## config.mk

```make
export PLATFORM = sky130hd
export DESIGN_NAME = page_image_seq
export DESIGN_NICKNAME = d
export VERILOG_FILES = /design/src/rtl/pis_pkg.sv /design/src/rtl/pis_edge_detect.sv /design/src/rtl/pis_ctrl.sv /design/src/rtl/pis_page_reg.sv /design/src/rtl/pis_addr_gen.sv /design/src/rtl/page_image_seq.sv
export SDC_FILE = /design/constraint.sdc
export NUM_CORES = 1
export LEC_CHECK = 0
export ABC_AREA = 1
export BUFFER_PORTS_ARGS = -buffer_cell sky130_fd_sc_hd__buf_2
export CAP_MARGIN = 25
export CORE_MARGIN = 8
export CORE_UTILIZATION = 57
export CTS_CLUSTER_DIAMETER = 80
export DETAILED_ROUTE_END_ITERATION = 7
export PLACE_DENSITY = 0.86
export RECOVER_POWER = 100
export SYNTH_ARGS = -nofsm -noshare
export SYNTH_HDL_FRONTEND = slang
export SYNTH_SLANG_ARGS = --single-unit
export TNS_END_PERCENT = 20
```

## constraint.sdc

```tcl
create_clock -name clk -period 2.8 [get_ports clk]
set_input_delay 0.28 -clock clk [delete_from_list [all_inputs] [get_ports clk]]
set_output_delay 0.28 -clock clk [all_outputs]
set_load 0.01 [all_outputs]
```

## src/rtl/pis_pkg.sv

```systemverilog
package pis_pkg;
   typedef enum logic [2:0] {
      ST_IDLE          = 3'd0,
      ST_LATCH_PAGE    = 3'd1,
      ST_FETCH_OPTIONS = 3'd2,
      ST_STREAM        = 3'd3,
      ST_DONE          = 3'd4
   } pis_state_e;
endpackage

```

## src/rtl/pis_edge_detect.sv

```systemverilog
module pis_edge_detect (
   input  logic clk,
   input  logic rst_n,
   input  logic sig_i,
   output logic rise_o
);
   logic sig_q;

   always_ff @(posedge clk or negedge rst_n) begin
      if (!rst_n) sig_q <= 1'b0;
      else        sig_q <= sig_i;
   end

   assign rise_o = sig_i & ~sig_q;
endmodule

```

## src/rtl/pis_ctrl.sv

```systemverilog
module pis_ctrl
   import pis_pkg::*;
(
   input  logic clk,
   input  logic rst_n,
   input  logic cfg_en,
   input  logic start_rise,
   input  logic opt_zero,
   input  logic last_word,
   output logic capture,
   output logic fallback,
   output logic empty_fail,
   output logic load_opts,
   output logic rd_en,
   output logic in_done
);
   pis_state_e state_q, state_d;

   always_comb begin
      state_d = state_q;
      if (state_q != ST_IDLE && !cfg_en) begin
         state_d = ST_IDLE;
      end else begin
         unique case (state_q)
            ST_IDLE:          if (start_rise) state_d = ST_LATCH_PAGE;
            ST_LATCH_PAGE:    state_d = ST_FETCH_OPTIONS;
            ST_FETCH_OPTIONS: state_d = opt_zero ? ST_DONE : ST_STREAM;
            ST_STREAM:        if (last_word) state_d = ST_DONE;
            ST_DONE:          state_d = ST_DONE;
            default:          state_d = ST_IDLE;
         endcase
      end
   end

   always_ff @(posedge clk or negedge rst_n) begin
      if (!rst_n) state_q <= ST_IDLE;
      else        state_q <= state_d;
   end

   assign capture    = (state_q == ST_IDLE) && start_rise;
   assign fallback   = (state_q == ST_LATCH_PAGE) && cfg_en && opt_zero;
   assign empty_fail = (state_q == ST_FETCH_OPTIONS) && cfg_en && opt_zero;
   assign load_opts  = (state_q == ST_FETCH_OPTIONS) && cfg_en && !opt_zero;
   assign rd_en      = (state_q == ST_STREAM) && cfg_en;
   assign in_done    = (state_q == ST_DONE);
endmodule

```

## src/rtl/pis_page_reg.sv

```systemverilog
module pis_page_reg #(
   parameter int SEL_W = 3
) (
   input  logic             clk,
   input  logic             rst_n,
   input  logic             capture,
   input  logic             fallback,
   input  logic             empty_fail,
   input  logic [SEL_W-1:0] sel_i,
   output logic [SEL_W-1:0] page_o,
   output logic             err_o
);
   always_ff @(posedge clk or negedge rst_n) begin
      if (!rst_n) begin
         page_o <= '0;
         err_o  <= 1'b0;
      end else begin
         if (capture)       page_o <= sel_i;
         else if (fallback) page_o <= '0;

         if (capture)                     err_o <= 1'b0;
         else if (fallback || empty_fail) err_o <= 1'b1;
      end
   end
endmodule

```

## src/rtl/pis_addr_gen.sv

```systemverilog
module pis_addr_gen #(
   parameter int ADDR_W = 16,
   parameter int LEN_W  = 16
) (
   input  logic              clk,
   input  logic              rst_n,
   input  logic              load,
   input  logic              step,
   input  logic [ADDR_W-1:0] start_i,
   input  logic [LEN_W-1:0]  len_i,
   output logic [ADDR_W-1:0] addr_o,
   output logic              last_o
);
   localparam logic [LEN_W-1:0]  LEN_ONE  = LEN_W'(1);
   localparam logic [ADDR_W-1:0] ADDR_ONE = ADDR_W'(1);

   logic [LEN_W-1:0] rem_q;

   always_ff @(posedge clk or negedge rst_n) begin
      if (!rst_n) begin
         addr_o <= '0;
         rem_q  <= '0;
      end else if (load) begin
         addr_o <= start_i;
         rem_q  <= len_i;
      end else if (step) begin
         addr_o <= addr_o + ADDR_ONE;
         rem_q  <= rem_q - LEN_ONE;
      end
   end

   assign last_o = step && (rem_q == LEN_ONE);
endmodule

```

## src/rtl/page_image_seq.sv

```systemverilog
module page_image_seq #(
   parameter int SEL_W   = 3,
   parameter int ADDR_W  = 16,
   parameter int LEN_W   = 16,
   parameter int DATA_W  = 8,
   parameter int OUT_REG = 0
) (
   input  logic              clk,
   input  logic              rst_n,
   input  logic              cfg_en,
   input  logic [SEL_W-1:0]  page_sel,
   output logic [SEL_W-1:0]  opt_idx,
   input  logic [ADDR_W-1:0] opt_start,
   input  logic [LEN_W-1:0]  opt_len,
   output logic              mem_rd_en,
   output logic [ADDR_W-1:0] mem_addr,
   input  logic [DATA_W-1:0] mem_rdata,
   output logic [DATA_W-1:0] dout,
   output logic              dout_valid,
   output logic              done,
   output logic              err_fallback
);
   localparam int NUM_PAGES = 1 << SEL_W;

   if (SEL_W < 1 || SEL_W > 4) begin : g_bad_sel
      $error("page_image_seq: SEL_W out of range");
   end
   if (NUM_PAGES < 2) begin : g_bad_pages
      $error("page_image_seq: need at least two pages");
   end
   if (ADDR_W < 2 || LEN_W < 1 || DATA_W < 1) begin : g_bad_width
      $error("page_image_seq: width parameter too small");
   end
   if (OUT_REG != 0 && OUT_REG != 1) begin : g_bad_outreg
      $error("page_image_seq: OUT_REG must be 0 or 1");
   end

   logic start_rise, opt_zero, last_word;
   logic capture, fallback, empty_fail, load_opts, rd_en, in_done;

   pis_edge_detect u_edge (
      .clk    (clk),
      .rst_n  (rst_n),
      .sig_i  (cfg_en),
      .rise_o (start_rise)
   );

   assign opt_zero = (opt_len == '0);

   pis_ctrl u_ctrl (
      .clk        (clk),
      .rst_n      (rst_n),
      .cfg_en     (cfg_en),
      .start_rise (start_rise),
      .opt_zero   (opt_zero),
      .last_word  (last_word),
      .capture    (capture),
      .fallback   (fallback),
      .empty_fail (empty_fail),
      .load_opts  (load_opts),
      .rd_en      (rd_en),
      .in_done    (in_done)
   );

   pis_page_reg #(.SEL_W(SEL_W)) u_page (
      .clk        (clk),
      .rst_n      (rst_n),
      .capture    (capture),
      .fallback   (fallback),
      .empty_fail (empty_fail),
      .sel_i      (page_sel),
      .page_o     (opt_idx),
      .err_o      (err_fallback)
   );

   pis_addr_gen #(.ADDR_W(ADDR_W), .LEN_W(LEN_W)) u_addr (
      .clk     (clk),
      .rst_n   (rst_n),
      .load    (load_opts),
      .step    (rd_en),
      .start_i (opt_start),
      .len_i   (opt_len),
      .addr_o  (mem_addr),
      .last_o  (last_word)
   );

   assign mem_rd_en = rd_en;
   assign done      = in_done;

   logic              rd_q;
   logic              vld_raw;
   logic [DATA_W-1:0] data_raw;

   always_ff @(posedge clk or negedge rst_n) begin
      if (!rst_n) rd_q <= 1'b0;
      else        rd_q <= rd_en;
   end

   if (OUT_REG == 0) begin : g_out_direct
      assign vld_raw  = rd_q;
      assign data_raw = mem_rdata;
   end else begin : g_out_reg
      logic              vld_q;
      logic [DATA_W-1:0] data_q;
      always_ff @(posedge clk or negedge rst_n) begin
         if (!rst_n) begin
            vld_q  <= 1'b0;
            data_q <= '0;
         end else begin
            vld_q  <= rd_q & cfg_en;
            if (rd_q) data_q <= mem_rdata;
         end
      end
      assign vld_raw  = vld_q;
      assign data_raw = data_q;
   end

   assign dout_valid = vld_raw & cfg_en;
   assign dout       = data_raw;
endmodule

```

* Yosys cells after proc, flatten, opt, wreduce, memory -nomap -nowiden *
Index checks and enable logic that the tools add are counted.
W data, S select, Z words.

word-level totals
  word-level logic and storage cells = 51
  register bits after elaboration = 41
  bits of input ports = 46
  output and inout port bits = 31

operators by class
  multiplexer cells = 13
  add/sub/neg operators = 2
  bitwise operators = 3
  reduce and logical (&&, ||, !) cells = 19
  eq/ne operators = 7

operator list
  operator                 count
  $mux W16                 4
  $mux W3                  6
  $add A16 B1 Y16 const B  1
  $eq A16 B1 Y1 const B    1
  $logic_not A16 Y1        1
  $sub A16 B1 Y16 const B  1
  $pmux W3 S5              1
  $logic_and A1 B1 Y1      9
  $eq A3 B2 Y1 const B     2
  $reduce_bool A2 Y1       3
  $eq A3 B1 Y1 const B     1
  $eq A3 B3 Y1 const B     1
  $logic_not A3 Y1         1
  $ne A3 B1 Y1 const B     1
  $ne A3 B2 Y1 const B     1
  $reduce_bool A3 Y1       1
  $and A1 B1 Y1            2
  $logic_not A1 Y1         2
  $mux W1                  2
  $reduce_and A2 Y1        1
  $logic_or A1 B1 Y1       1
  $not A1 Y1               1

* Depth between registers and ports, before layout *
Gate-level depths: netlist (run 1).

  word-level depth = 6
  depth in mapped cells = 9

* By module *
Synthesis (run 1) repeated with hierarchy kept, for this count alone.

unflattened totals
  cell total of the unflattened synthesis = 403
  area total of the unflattened synthesis = 2880.3 µm²

by module, submodules not included
  module           area each (µm²)  times used  cells an instance  seq. area each (µm²)
  pis_addr_gen     2243.4           1           303                800.8
  pis_ctrl         252.7            1           42                 75.1
  page_image_seq   196.4            1           38                 25.0
  pis_page_reg     152.6            1           17                 100.1
  pis_edge_detect  35.0             1           3                  25.0

* Worst setup path before layout (run 1) *
OpenSTA, ideal clock, no wires.

  kind = register -> register
  from = register u_addr.rem_q[0]
  to = register u_addr.rem_q[12]
  library setup time = 0.117 ns
  path buffers = 0
  arrival time = 1.238 ns
  slack = 1.445 ns
  stages on the path, launching flop included = 8
  cell sequence = dfrtp_1 -> inv_1 -> ha_1 -> nand2_1 -> nor2_1 -> nand4_1 -> nand3_1 -> nand2_1

on the way
  longest elaborated chain between the ends = 3

RTL lines
  item                      RTL line            RTL
  start: declaration        pis_addr_gen.sv:17  logic [LEN_W-1:0] rem_q;
  start signal: assignment  pis_addr_gen.sv:25  rem_q <= len_i;
  start signal: assignment  pis_addr_gen.sv:28  rem_q <= rem_q - LEN_ONE;
  $sub A16 B1 Y16           pis_addr_gen.sv:28
  $mux W16                  pis_addr_gen.sv:26  end else if (step) begin
  $mux W16                  pis_addr_gen.sv:23  end else if (load) begin

No other way between the ends. The select of a mux whose other input is x is not followed.
A chain may end at the register's enable or synchronous reset.

* Final worst setup path (run 1) *
  from = register u_ctrl.state_q[0]
  to = register u_addr.addr_o[5]

on the way
  longest elaborated chain between the ends = 4
  elaborated cells between the ends (all ways) = 7
  those cells by class = eq/ne (2); mux (1); reduce/logical (4)

RTL lines
  item                                                   RTL line            RTL
  start: declaration                                     pis_ctrl.sv:17      pis_state_e state_q, state_d;
  start signal: assignment                               pis_ctrl.sv:37      else state_q <= state_d;
  $eq A3 B2 Y1                                           pis_ctrl.sv:43      assign load_opts = (state_q == ST_FETCH_OPTIONS) && cfg_en && !opt_zero;
  $logic_and A1 B1 Y1 (2 in series)                      pis_ctrl.sv:43
  $mux W16 / $reduce_bool A2 Y1 (equally long branches)  --
  end signal: assignment                                 pis_addr_gen.sv:24  addr_o <= start_i;
  end signal: assignment                                 pis_addr_gen.sv:27  addr_o <= addr_o + ADDR_ONE;
  end: declaration                                       pis_addr_gen.sv:11  output logic [ADDR_W-1:0] addr_o,

Parallel ways exist; a longest one is shown, timed or not.

==> impl_metrics.env, run 1 <==
export IMPL_fin_crit_ns=2.232
export IMPL_worst_slack_ns=0.5683
export IMPL_grt_overflow=0
export IMPL_n_antenna_cell=0
export IMPL_crit_required_ns=3.00
export IMPL_path_clk_slew_ns=0.08
export IMPL_ys_flop_type="dfrtp_1"
export IMPL_swShare_pct=47.42
export IMPL_ys_seq_area_share_pct=35.92
export IMPL_synth_cell_types=27
export IMPL_synth_top_area_share_pct=35.92
export IMPL_hold_end="u_page.page_o[2]$_DFFE_PN0P_"
export IMPL_cellPowerDensity_nw_per_um2=925.8
export IMPL_ff2ff_path_depth=6
export IMPL_netlist_area_um2=2856
export IMPL_min_path_type="primary input to flip-flop"
export IMPL_synth_seq_cells=41
export IMPL_fin_crit_sh_pct=79.70
export IMPL_cts_tree="done"
export IMPL_syn_num_nets=471
export IMPL_peakVddDrop_mv=0.4804
export IMPL_setup_viol=0
export IMPL_finClkSkew_ns=0.01177
export IMPL_synth_edf_count=0
export IMPL_outcome="finished clean"
export IMPL_crit_arrival_ns=2.43
export IMPL_power_frac_seq_pct=39.4
export IMPL_clockBufferDepth=2
export IMPL_ios=77
export IMPL_final_common_cell="nand3_1"
export IMPL_timing_hold_ws_ns=0.1736
export IMPL_dpl_hpwl_um=5306
export IMPL_cp_top_family="simple AND/OR/NAND/NOR gates"
export IMPL_place_gp_congestion=0.9178
export IMPL_ys_async_sr_fraction_pct=100.0
export IMPL_holdPathStages=3
export IMPL_drt_wl_total_um=7422
export IMPL_slowest_delay_ns=0.63
export IMPL_synth_cells=422
export IMPL_die_w_um=86.79
export IMPL_grt_max_degree=42
export IMPL_dieArea_um2=7533
export IMPL_wl_per_cell_um=13.77
export IMPL_cap_violations=0
export IMPL_switchingPower_mw=1.396
export IMPL_place_inst=529
export IMPL_initial_core_util_pct=59.69
export IMPL_final_cell_mix="114 x nand3_1, 108 x nand2_1, 60 x nor2_1"
export IMPL_worst_setup_path_start_kind="flip-flop"
export IMPL_cts_buffers=5
export IMPL_grt_pass1_wl_um=12610
export IMPL_synth_top_cell_by_area="dfrtp_1"
export IMPL_p_leak_nw=1.566
export IMPL_area_delta_synth_final_pct=11.34
export IMPL_p_comb_share_pct=47.0
export IMPL_place_ws_ns=0.9380
export IMPL_core_area_um2=4786
export IMPL_p_int_mw=1.548
export IMPL_drc=0
export IMPL_post_cts_buffers=0
export IMPL_synth_warnings=0
export IMPL_fmax_ghz=0.4481
export IMPL_fin_util_pct=66.46
export IMPL_antenna_found_initial=0
export IMPL_h_tree_depth=2
export IMPL_r2r_end="u_addr.addr_o[5]$_DFFE_PN0P_"
export IMPL_drt_first_pass_iters=5
export IMPL_final_layout_size_suffix_gt1_share_pct=11.65
export IMPL_track_usage_pct=20.33
export IMPL_root_buffer="clkbuf_8"
export IMPL_fin_nets=520
export IMPL_worst_pin_slew_ns=1.166
export IMPL_vias_per_cell=5.436
export IMPL_rsz0062_at_grt="no"
export IMPL_avgSynthCellArea_um2=6.769
export IMPL_worstSetupStartpoint="u_ctrl.state_q[0]$_DFFE_PN0P_"
export IMPL_postRouteAntennaNets=0
export IMPL_worstSetupEndpointType="flip-flop"
export IMPL_cpMaxStageDelayCell="nor2_1"
export IMPL_io_buffers=60
export IMPL_drtIter0Drc=259
export IMPL_synth_area_leaders="dfrtp_1 36%, nand3_1 20%, nand2_1 14%"
export IMPL_worst_path_buf_inv=2
export IMPL_final_cells=539
export IMPL_relSlewSlack_pct=22.24
export IMPL_crit_path_max_fanout=34
export IMPL_ff2ff_setup_slack_ns=0.57
export IMPL_vias=2930
export IMPL_clkLatencyLatePin_ns=0.31
export IMPL_die_h_um=86.79
export IMPL_hold_start="page_sel[2]"
export IMPL_rows=25
export IMPL_grt_pass1_vias=2806
export IMPL_hold_viol=0
export IMPL_critPathKind="flip-flop to flip-flop"
export IMPL_setup_tns_ns=0
export IMPL_cp_cell_sequence="nor3_2 > clkinv_1 > nor2_1 > nand2_4 > o21ai_0 > inv_1"
export IMPL_regToRegStartpoint="u_ctrl.state_q[0]$_DFFE_PN0P_"
export IMPL_cts_num_sinks=41
export IMPL_slew_violations=0
export IMPL_clkPwrFrac_pct=13.6
==> kinds of logic (layout without fill, tap and decap cells) <==
| group | Yosys count | after routing | synth area share (%) |
|---|---|---|---|
| buffers and inverters | 55 | 105 | 9.811 |
| flip-flops | 41 | 41 | 35.92 |
| adder cells (fa/ha/maj) | 3 | 3 | 1.314 |
| AND/OR/NAND/NOR | 303 | 303 | 47.92 |
| XOR/XNOR | 9 | 9 | 2.760 |
| AO/OA/AOI/OAI | 11 | 11 | 2.278 |
==> cell type report <==
| type | count | area, um2 |
|---|---|---|
| clock buffers | 5 | 68.82 |
| clock inverters | 3 | 17.52 |
| fillers | 451 | 1605 |
| inverters | 32 | 120.1 |
| multi-input cells | 326 | 1535 |
| flip-flops and latches | 41 | 1026 |
| well taps | 67 | 83.83 |
| repair buffers | 65 | 329.1 |
==> per-layer routing <==
| metal | up-vias | part of all wire (%) | track usage, % |
|---|---|---|---|
| met5 | - | 0 | 0 |
| met1 | 1362 | 44 | 24.82 |
| li1 | 1470 | - | - |
| met4 | 0 | 1.0 | 6.886 |
| met3 | 7 | 7.0 | 4.915 |
| met2 | 91 | 48 | 34.00 |
==> sequential cells by signal (all words and copies together), names as in the netlist <==
register        cells
u_edge.sig_q        1
u_page.page_o       3
u_addr.addr_o      16
u_ctrl.state_q      3
rd_q                1
u_addr.rem_q       16
u_page.err_o        1
==> timing repair <==
item / CTS / global route
hold endpoints to repair: 0 / 18
hold buffers: 0 / 1
gates resized for setup: 0 / 0
==> power groups by stage <==
stage	clock, mW	sequential, mW	combinational, mW
final	0.400	1.16	1.38
after global routing	0.423	1.20	1.59
after CTS	0.405	1.15	1.43
after detailed placement	0	1.16	1.42
after global placement	0	1.14	1.37
after floorplan	0	1.15	1.04
==> cells in the mapped netlist (4+ instances only) <==
cell type  instances
buf_2              5
nand3b_1           7
nand3_1          114
nor2_1            58
dfrtp_1           41
nand4_1            7
o21ai_0            6
xor2_1             6
nand2_1          108
buf_6              4
inv_1             28
inv_2              4
buf_4             10
==> worst max path at each step <==
stage	end	slack, ns	depth (start not counted)
final	u_addr.addr_o[5]$_DFFE_PN0P_	0.57	6
after global routing	u_ctrl.state_q[0]$_DFFE_PN0P_	0.43	7
after CTS	mem_rd_en	0.91	5
after detailed placement	u_ctrl.state_q[0]$_DFFE_PN0P_	0.94	10
after global placement	u_ctrl.state_q[0]$_DFFE_PN0P_	0.99	10
after floorplan	u_addr.rem_q[12]$_DFFE_PN0P_	1.44	7
==> metrics by stage <==
| step | power (mW) | cell area (um2) |
|---|---|---|
| after floorplan | 2.186 | 2856 |
| after global placement | 2.517 | 3103 |
| after detailed placement | 2.574 | 3103 |
| after CTS | 2.979 | 3189 |
| after global routing | 3.209 | 3181 |
| final | 2.945 | 3181 |
==> worst min-delay path, delay by kind of cell <==
family                 cells  cell delay (ns)
buffers and inverters      1             0.07
and+or+nand+nor            2             0.09
(Power assumes the default switching activity.)
==> inputs of run 2 (changes only) <==
--- a/config.mk
+++ b/config.mk
@@ -9,10 +9,10 @@
 export BUFFER_PORTS_ARGS = -buffer_cell sky130_fd_sc_hd__buf_2
 export CAP_MARGIN = 25
 export CORE_MARGIN = 8
-export CORE_UTILIZATION = 57
+export CORE_UTILIZATION = 53
 export CTS_CLUSTER_DIAMETER = 80
 export DETAILED_ROUTE_END_ITERATION = 7
-export PLACE_DENSITY = 0.86
+export PLACE_DENSITY = 0.8
 export RECOVER_POWER = 100
 export SYNTH_ARGS = -nofsm -noshare
 export SYNTH_HDL_FRONTEND = slang
==> constraint.sdc (replaced) <==
create_clock -name clk -period 2.3 [get_ports clk]
set_input_delay 0.23 -clock clk [delete_from_list [all_inputs] [get_ports clk]]
set_output_delay 0.23 -clock clk [all_outputs]
set_load 0.01 [all_outputs]
==> impl_metrics.env, run 2 (synthesis gave the netlist of run 1 again) <==
export IMPL_outcome="finished clean"
export IMPL_postRouteAntennaNets=0
export IMPL_drt_first_pass_iters=4
export IMPL_regArea_um2=1026
export IMPL_timing_hold_ws_ns=0.1205
export IMPL_final_cells=542
export IMPL_die_h_um=89.42
export IMPL_worst_slack_ns=0.4178
export IMPL_hold_start="page_sel[2]"
export IMPL_slew_violations=0
export IMPL_rows=26
export IMPL_place_gp_congestion=0.8725
export IMPL_reg_largest_list="u_addr.addr_o: 16 flops, u_addr.rem_q: 16 flops"
export IMPL_grt_overflow=0
export IMPL_antenna_found_initial=0
export IMPL_drtIter0Drc=175
export IMPL_final_cell_mix="114 x nand3_1, 108 x nand2_1, 58 x nor2_1"
export IMPL_ff2ff_setup_slack_ns=0.42
export IMPL_crit_path_max_fanout=34
export IMPL_multi_input_area_um2=1545
export IMPL_relSlewSlack_pct=13.73
export IMPL_place_area_um2=3114
export IMPL_grt_pass1_wl_um=12470
export IMPL_crit_end="u_addr.addr_o[5]$_DFFE_PN0P_"
export IMPL_critPathKind="flip-flop to flip-flop"
export IMPL_dieArea_um2=7995
export IMPL_grt_pass1_vias=2706
export IMPL_r2r_end="u_addr.addr_o[5]$_DFFE_PN0P_"
export IMPL_fin_crit_ns=1.882
export IMPL_cap_violations=0
export IMPL_cts_tree="done"
export IMPL_min_path_type="primary input to flip-flop"
export IMPL_cts_num_sinks=41
export IMPL_crit_required_ns=2.50
export IMPL_fillers=507
export IMPL_dpl_hpwl_um=5362
export IMPL_cts_buffers=5
export IMPL_place_inst=533
export IMPL_io_buffers=60
export IMPL_core_area_um2=5140
export IMPL_hold_viol=0
export IMPL_grt_max_degree=35
export IMPL_setup_tns_ns=0
export IMPL_fin_nets=520
export IMPL_crit_arrival_ns=2.08
export IMPL_clkLatencyLatePin_ns=0.30
export IMPL_final_layout_size_suffix_gt1_share_pct=12.29
export IMPL_worst_pin_slew_ns=1.294
export IMPL_area_delta_synth_final_pct=11.96
export IMPL_setup_viol=0
export IMPL_h_tree_depth=2
export IMPL_worstSetupStartpoint="u_ctrl.state_q[2]$_DFFE_PN0P_"
export IMPL_fmax_ghz=0.5313
export IMPL_track_usage_pct=19.86
export IMPL_die_w_um=89.42
export IMPL_rsz0062_at_grt="no"
export IMPL_worst_setup_path_start_kind="flip-flop"
export IMPL_cellPowerDensity_nw_per_um2=1157
export IMPL_post_cts_buffers=0
export IMPL_vias_per_cell=5.439
export IMPL_wl_per_cell_um=13.75
export IMPL_ff2ff_path_depth=6
export IMPL_drt_wl_total_um=7450
export IMPL_clockBufferDepth=2
export IMPL_path_clk_slew_ns=0.09
export IMPL_fin_crit_sh_pct=81.84
export IMPL_final_common_cell="nand3_1"
export IMPL_peakVddDrop_mv=0.5613
export IMPL_regToRegStartpoint="u_ctrl.state_q[2]$_DFFE_PN0P_"
export IMPL_place_ws_ns=0.5306
export IMPL_vias=2948
export IMPL_n_antenna_cell=0
export IMPL_finalInstanceArea_um2=3198
export IMPL_finClkSkew_ns=0.008100
export IMPL_drc=0
export IMPL_ios=77
export IMPL_root_buffer="clkbuf_8"
export IMPL_p_leak_nw=1.573
export IMPL_initial_core_util_pct=55.57
export IMPL_worstSetupEndpointType="flip-flop"
==> run 2: per-layer routing <==
layer	GRT usage (%)	up-vias	part of all wire [%]
li1	-	1470	-
met1	24.89	1359	44
met2	32.32	106	46
met3	4.688	13	8.3
met4	7.251	0	1.4
met5	0	-	0
==> run 2: layout make-up <==
class                   count  share of cell area, %
flip-flops and latches     41                  32.08
inverters                  32                  3.756
multi-input cells         326                  48.32
clock inverters             2                  1.213
repair buffers             65                  9.624
clock buffers               6                  2.269
well taps                  70                  2.739
==> run 2: worst min-delay path by stage <==
stage,endpoint,slack (ns),depth (start not counted)
floorplan,rd_q$_DFF_PN0_,-0.07,0
global placement,u_addr.addr_o[2]$_DFFE_PN0P_,0.24,1
detailed placement,u_addr.addr_o[2]$_DFFE_PN0P_,0.25,1
CTS,u_edge.sig_q$_DFF_PN0_,0.11,1
global route,u_page.page_o[2]$_DFFE_PN0P_,0.12,3
finish,u_page.page_o[2]$_DFFE_PN0P_,0.12,3
==> run 2: stage by stage <==
| step | total power [mW] | utilization (%) |
|---|---|---|
| 6_report | 3.700 | 62.22 |
| 5_1_grt | 4.058 | 62.22 |
| 4_1_cts | 3.748 | 62.95 |
| 3_5_place_dp | 3.130 | 60.59 |
| 3_3_place_gp | 3.082 | 60.59 |
| 2_1_floorplan | 2.661 | - |
==> run 2: repair_timing <==
action / 4_1_cts / 5_1_grt
hold endpoints to repair: 22 / 0
hold buffers: 1 / 0
gates resized for setup: 0 / 0
==> run 2: critical path: stages (launching register included) <==
cell and delay [ns]:
dfrtp_1 0.43, nor3_1 0.37, inv_2 0.08, nor2_4 0.31
nand2_4 0.30, o21ai_0 0.24, inv_1 0.05
==> run 2: power by group <==
group,total (mW),internal (mW),switching [mW]
Combinational,1.69,0.643,1.05
Sequential,1.41,1.03,0.380
Clock,0.600,0.326,0.273
Total,3.70,2.00,1.70
==> inputs of run 3 (changes only) <==
==> constraint.sdc (replaced) <==
create_clock -name clk -period 1.8 [get_ports clk]
set_input_delay 0.18 -clock clk [delete_from_list [all_inputs] [get_ports clk]]
set_output_delay 0.18 -clock clk [all_outputs]
set_load 0.01 [all_outputs]
==> impl_metrics.env, run 3 (synthesis gave the netlist of run 1 again) <==
export IMPL_ios=77
export IMPL_setup_tns_ns=0
export IMPL_peakVddDrop_mv=0.7637
export IMPL_fin_crit_sh_pct=92.93
export IMPL_wl_per_cell_um=14.28
export IMPL_hold_viol=0
export IMPL_worstSetupEndpointType="output pin"
export IMPL_cts_num_sinks=41
export IMPL_initial_core_util_pct=55.57
export IMPL_track_usage_pct=20.86
export IMPL_slew_violations=0
export IMPL_final_common_cell="nand3_1"
export IMPL_path_clk_slew_ns=0.08
export IMPL_p_leak_nw=1.576
export IMPL_worst_pin_slew_ns=1.059
export IMPL_die_w_um=89.42
export IMPL_finalInstanceArea_um2=3196
export IMPL_final_cell_mix="114 x nand3_1, 108 x nand2_1, 58 x nor2_1"
export IMPL_p_int_mw=2.420
export IMPL_vias=2986
export IMPL_power_frac_seq_pct=39.4
export IMPL_grt_overflow=0
export IMPL_finClkSkew_ns=0.009144
export IMPL_rsz0062_at_grt="no"
export IMPL_final_layout_size_suffix_gt1_share_pct=13.08
export IMPL_post_cts_buffers=0
export IMPL_outcome="finished clean"
export IMPL_reg_largest_list="u_addr.addr_o: 16 flops, u_addr.rem_q: 16 flops"
export IMPL_fin_nets=522
export IMPL_switchingPower_mw=2.217
export IMPL_dieArea_um2=7995
export IMPL_cellPowerDensity_nw_per_um2=1451
export IMPL_drtIter0Drc=306
export IMPL_place_inst=535
export IMPL_relSlewSlack_pct=29.42
export IMPL_p_comb_share_pct=47.3
export IMPL_cts_buffers=5
export IMPL_fin_crit_ns=1.673
export IMPL_dpl_hpwl_um=5589
export IMPL_grt_pass1_wl_um=13320
export IMPL_min_path_type="primary input to flip-flop"
export IMPL_place_gp_congestion=0.9320
export IMPL_area_delta_synth_final_pct=11.87
export IMPL_root_buffer="clkbuf_8"
export IMPL_h_tree_depth=2
export IMPL_drc=0
export IMPL_n_antenna_cell=0
export IMPL_vias_per_cell=5.489
export IMPL_worst_slack_ns=0.1273
export IMPL_clkPwrFrac_pct=13.3
export IMPL_setup_viol=0
export IMPL_critPathKind="flip-flop to output pin"
export IMPL_crit_arrival_ns=1.49
export IMPL_place_area_um2=3129
export IMPL_swShare_pct=47.82
export IMPL_clkLatencyLatePin_ns=0.30
export IMPL_drt_wl_total_um=7767
export IMPL_place_ws_ns=0.2397
export IMPL_io_buffers=60
export IMPL_cts_tree="done"
export IMPL_postRouteAntennaNets=0
export IMPL_crit_required_ns=1.62
export IMPL_antenna_found_initial=0
export IMPL_cap_violations=0
export IMPL_crit_path_max_fanout=29
export IMPL_clockBufferDepth=2
export IMPL_report_power_total_mw=4.637
export IMPL_drt_first_pass_iters=5
export IMPL_fin_util_pct=62.17
export IMPL_rows=26
export IMPL_grt_max_degree=42
export IMPL_grt_pass1_vias=2903
export IMPL_worst_setup_path_start_kind="flip-flop"
export IMPL_core_area_um2=5140
export IMPL_die_h_um=89.42
export IMPL_final_cells=544
export IMPL_timing_hold_ws_ns=0.07721
export IMPL_fmax_ghz=0.5979
==> run 3: timing repair <==
action                                  CTS  global route
resized for setup                         0             1
endpoints found under the setup margin    0             1
hold buffers                              1             0
hold endpoints to repair                 41             0
==> run 3: path summary, 6_finish.rpt <==
check	from	endpoint	slack, ns	cells past startpoint
worst max-delay path	u_ctrl.state_q[2]$_DFFE_PN0P_	mem_rd_en	0.13	5
worst min-delay path	page_sel[0]	u_page.page_o[0]$_DFFE_PN0P_	0.08	3
worst max register to register	u_ctrl.state_q[0]$_DFFE_PN0P_	u_addr.rem_q[13]$_DFFE_PN0P_	0.14	6
worst min register to register	u_page.page_o[1]$_DFFE_PN0P_	u_page.page_o[1]$_DFFE_PN0P_	0.51	2
max in group asynchronous	rst_n	u_addr.rem_q[6]$_DFFE_PN0P_	0.47	3
min in group asynchronous	rst_n	u_addr.addr_o[2]$_DFFE_PN0P_	0.68	3
==> run 3: layer usage <==
metal,global-route usage (%),vias to the layer above,routed length [um]
li1,-,1474,-
met5,0,-,0
met3,4.504,14,614
met1,26.48,1378,3416
met2,34.75,120,3653
met4,5.589,0,81
==> run 3: critical path: stages (launching register included) <==
cell,delay [ns]
dfrtp_1,0.44
inv_2,0.09
nand3_2,0.09
nor2_4,0.13
buf_6,0.25
clkbuf_2,0.18
==> run 3: layout make-up <==
cell class | count | area, um2
Tap cell | 70 | 87.58
Fill cell | 537 | 1944
Inverter | 32 | 120.1
Clock inverter | 3 | 17.52
Multi-Input combinational cell | 326 | 1550
Clock buffer | 5 | 68.82
Timing Repair Buffer | 67 | 325.3
Sequential cell | 41 | 1026
==> run 3: power groups by stage <==
| stage | Combinational, mW | Clock, mW | Sequential [mW] |
|---|---|---|---|
| global route | 2.52 | 0.659 | 1.89 |
| finish | 2.19 | 0.616 | 1.83 |
| floorplan | 1.61 | 0 | 1.79 |
| detailed placement | 2.24 | 0 | 1.82 |
| global placement | 2.18 | 0 | 1.80 |
| CTS | 2.26 | 0.626 | 1.81 |
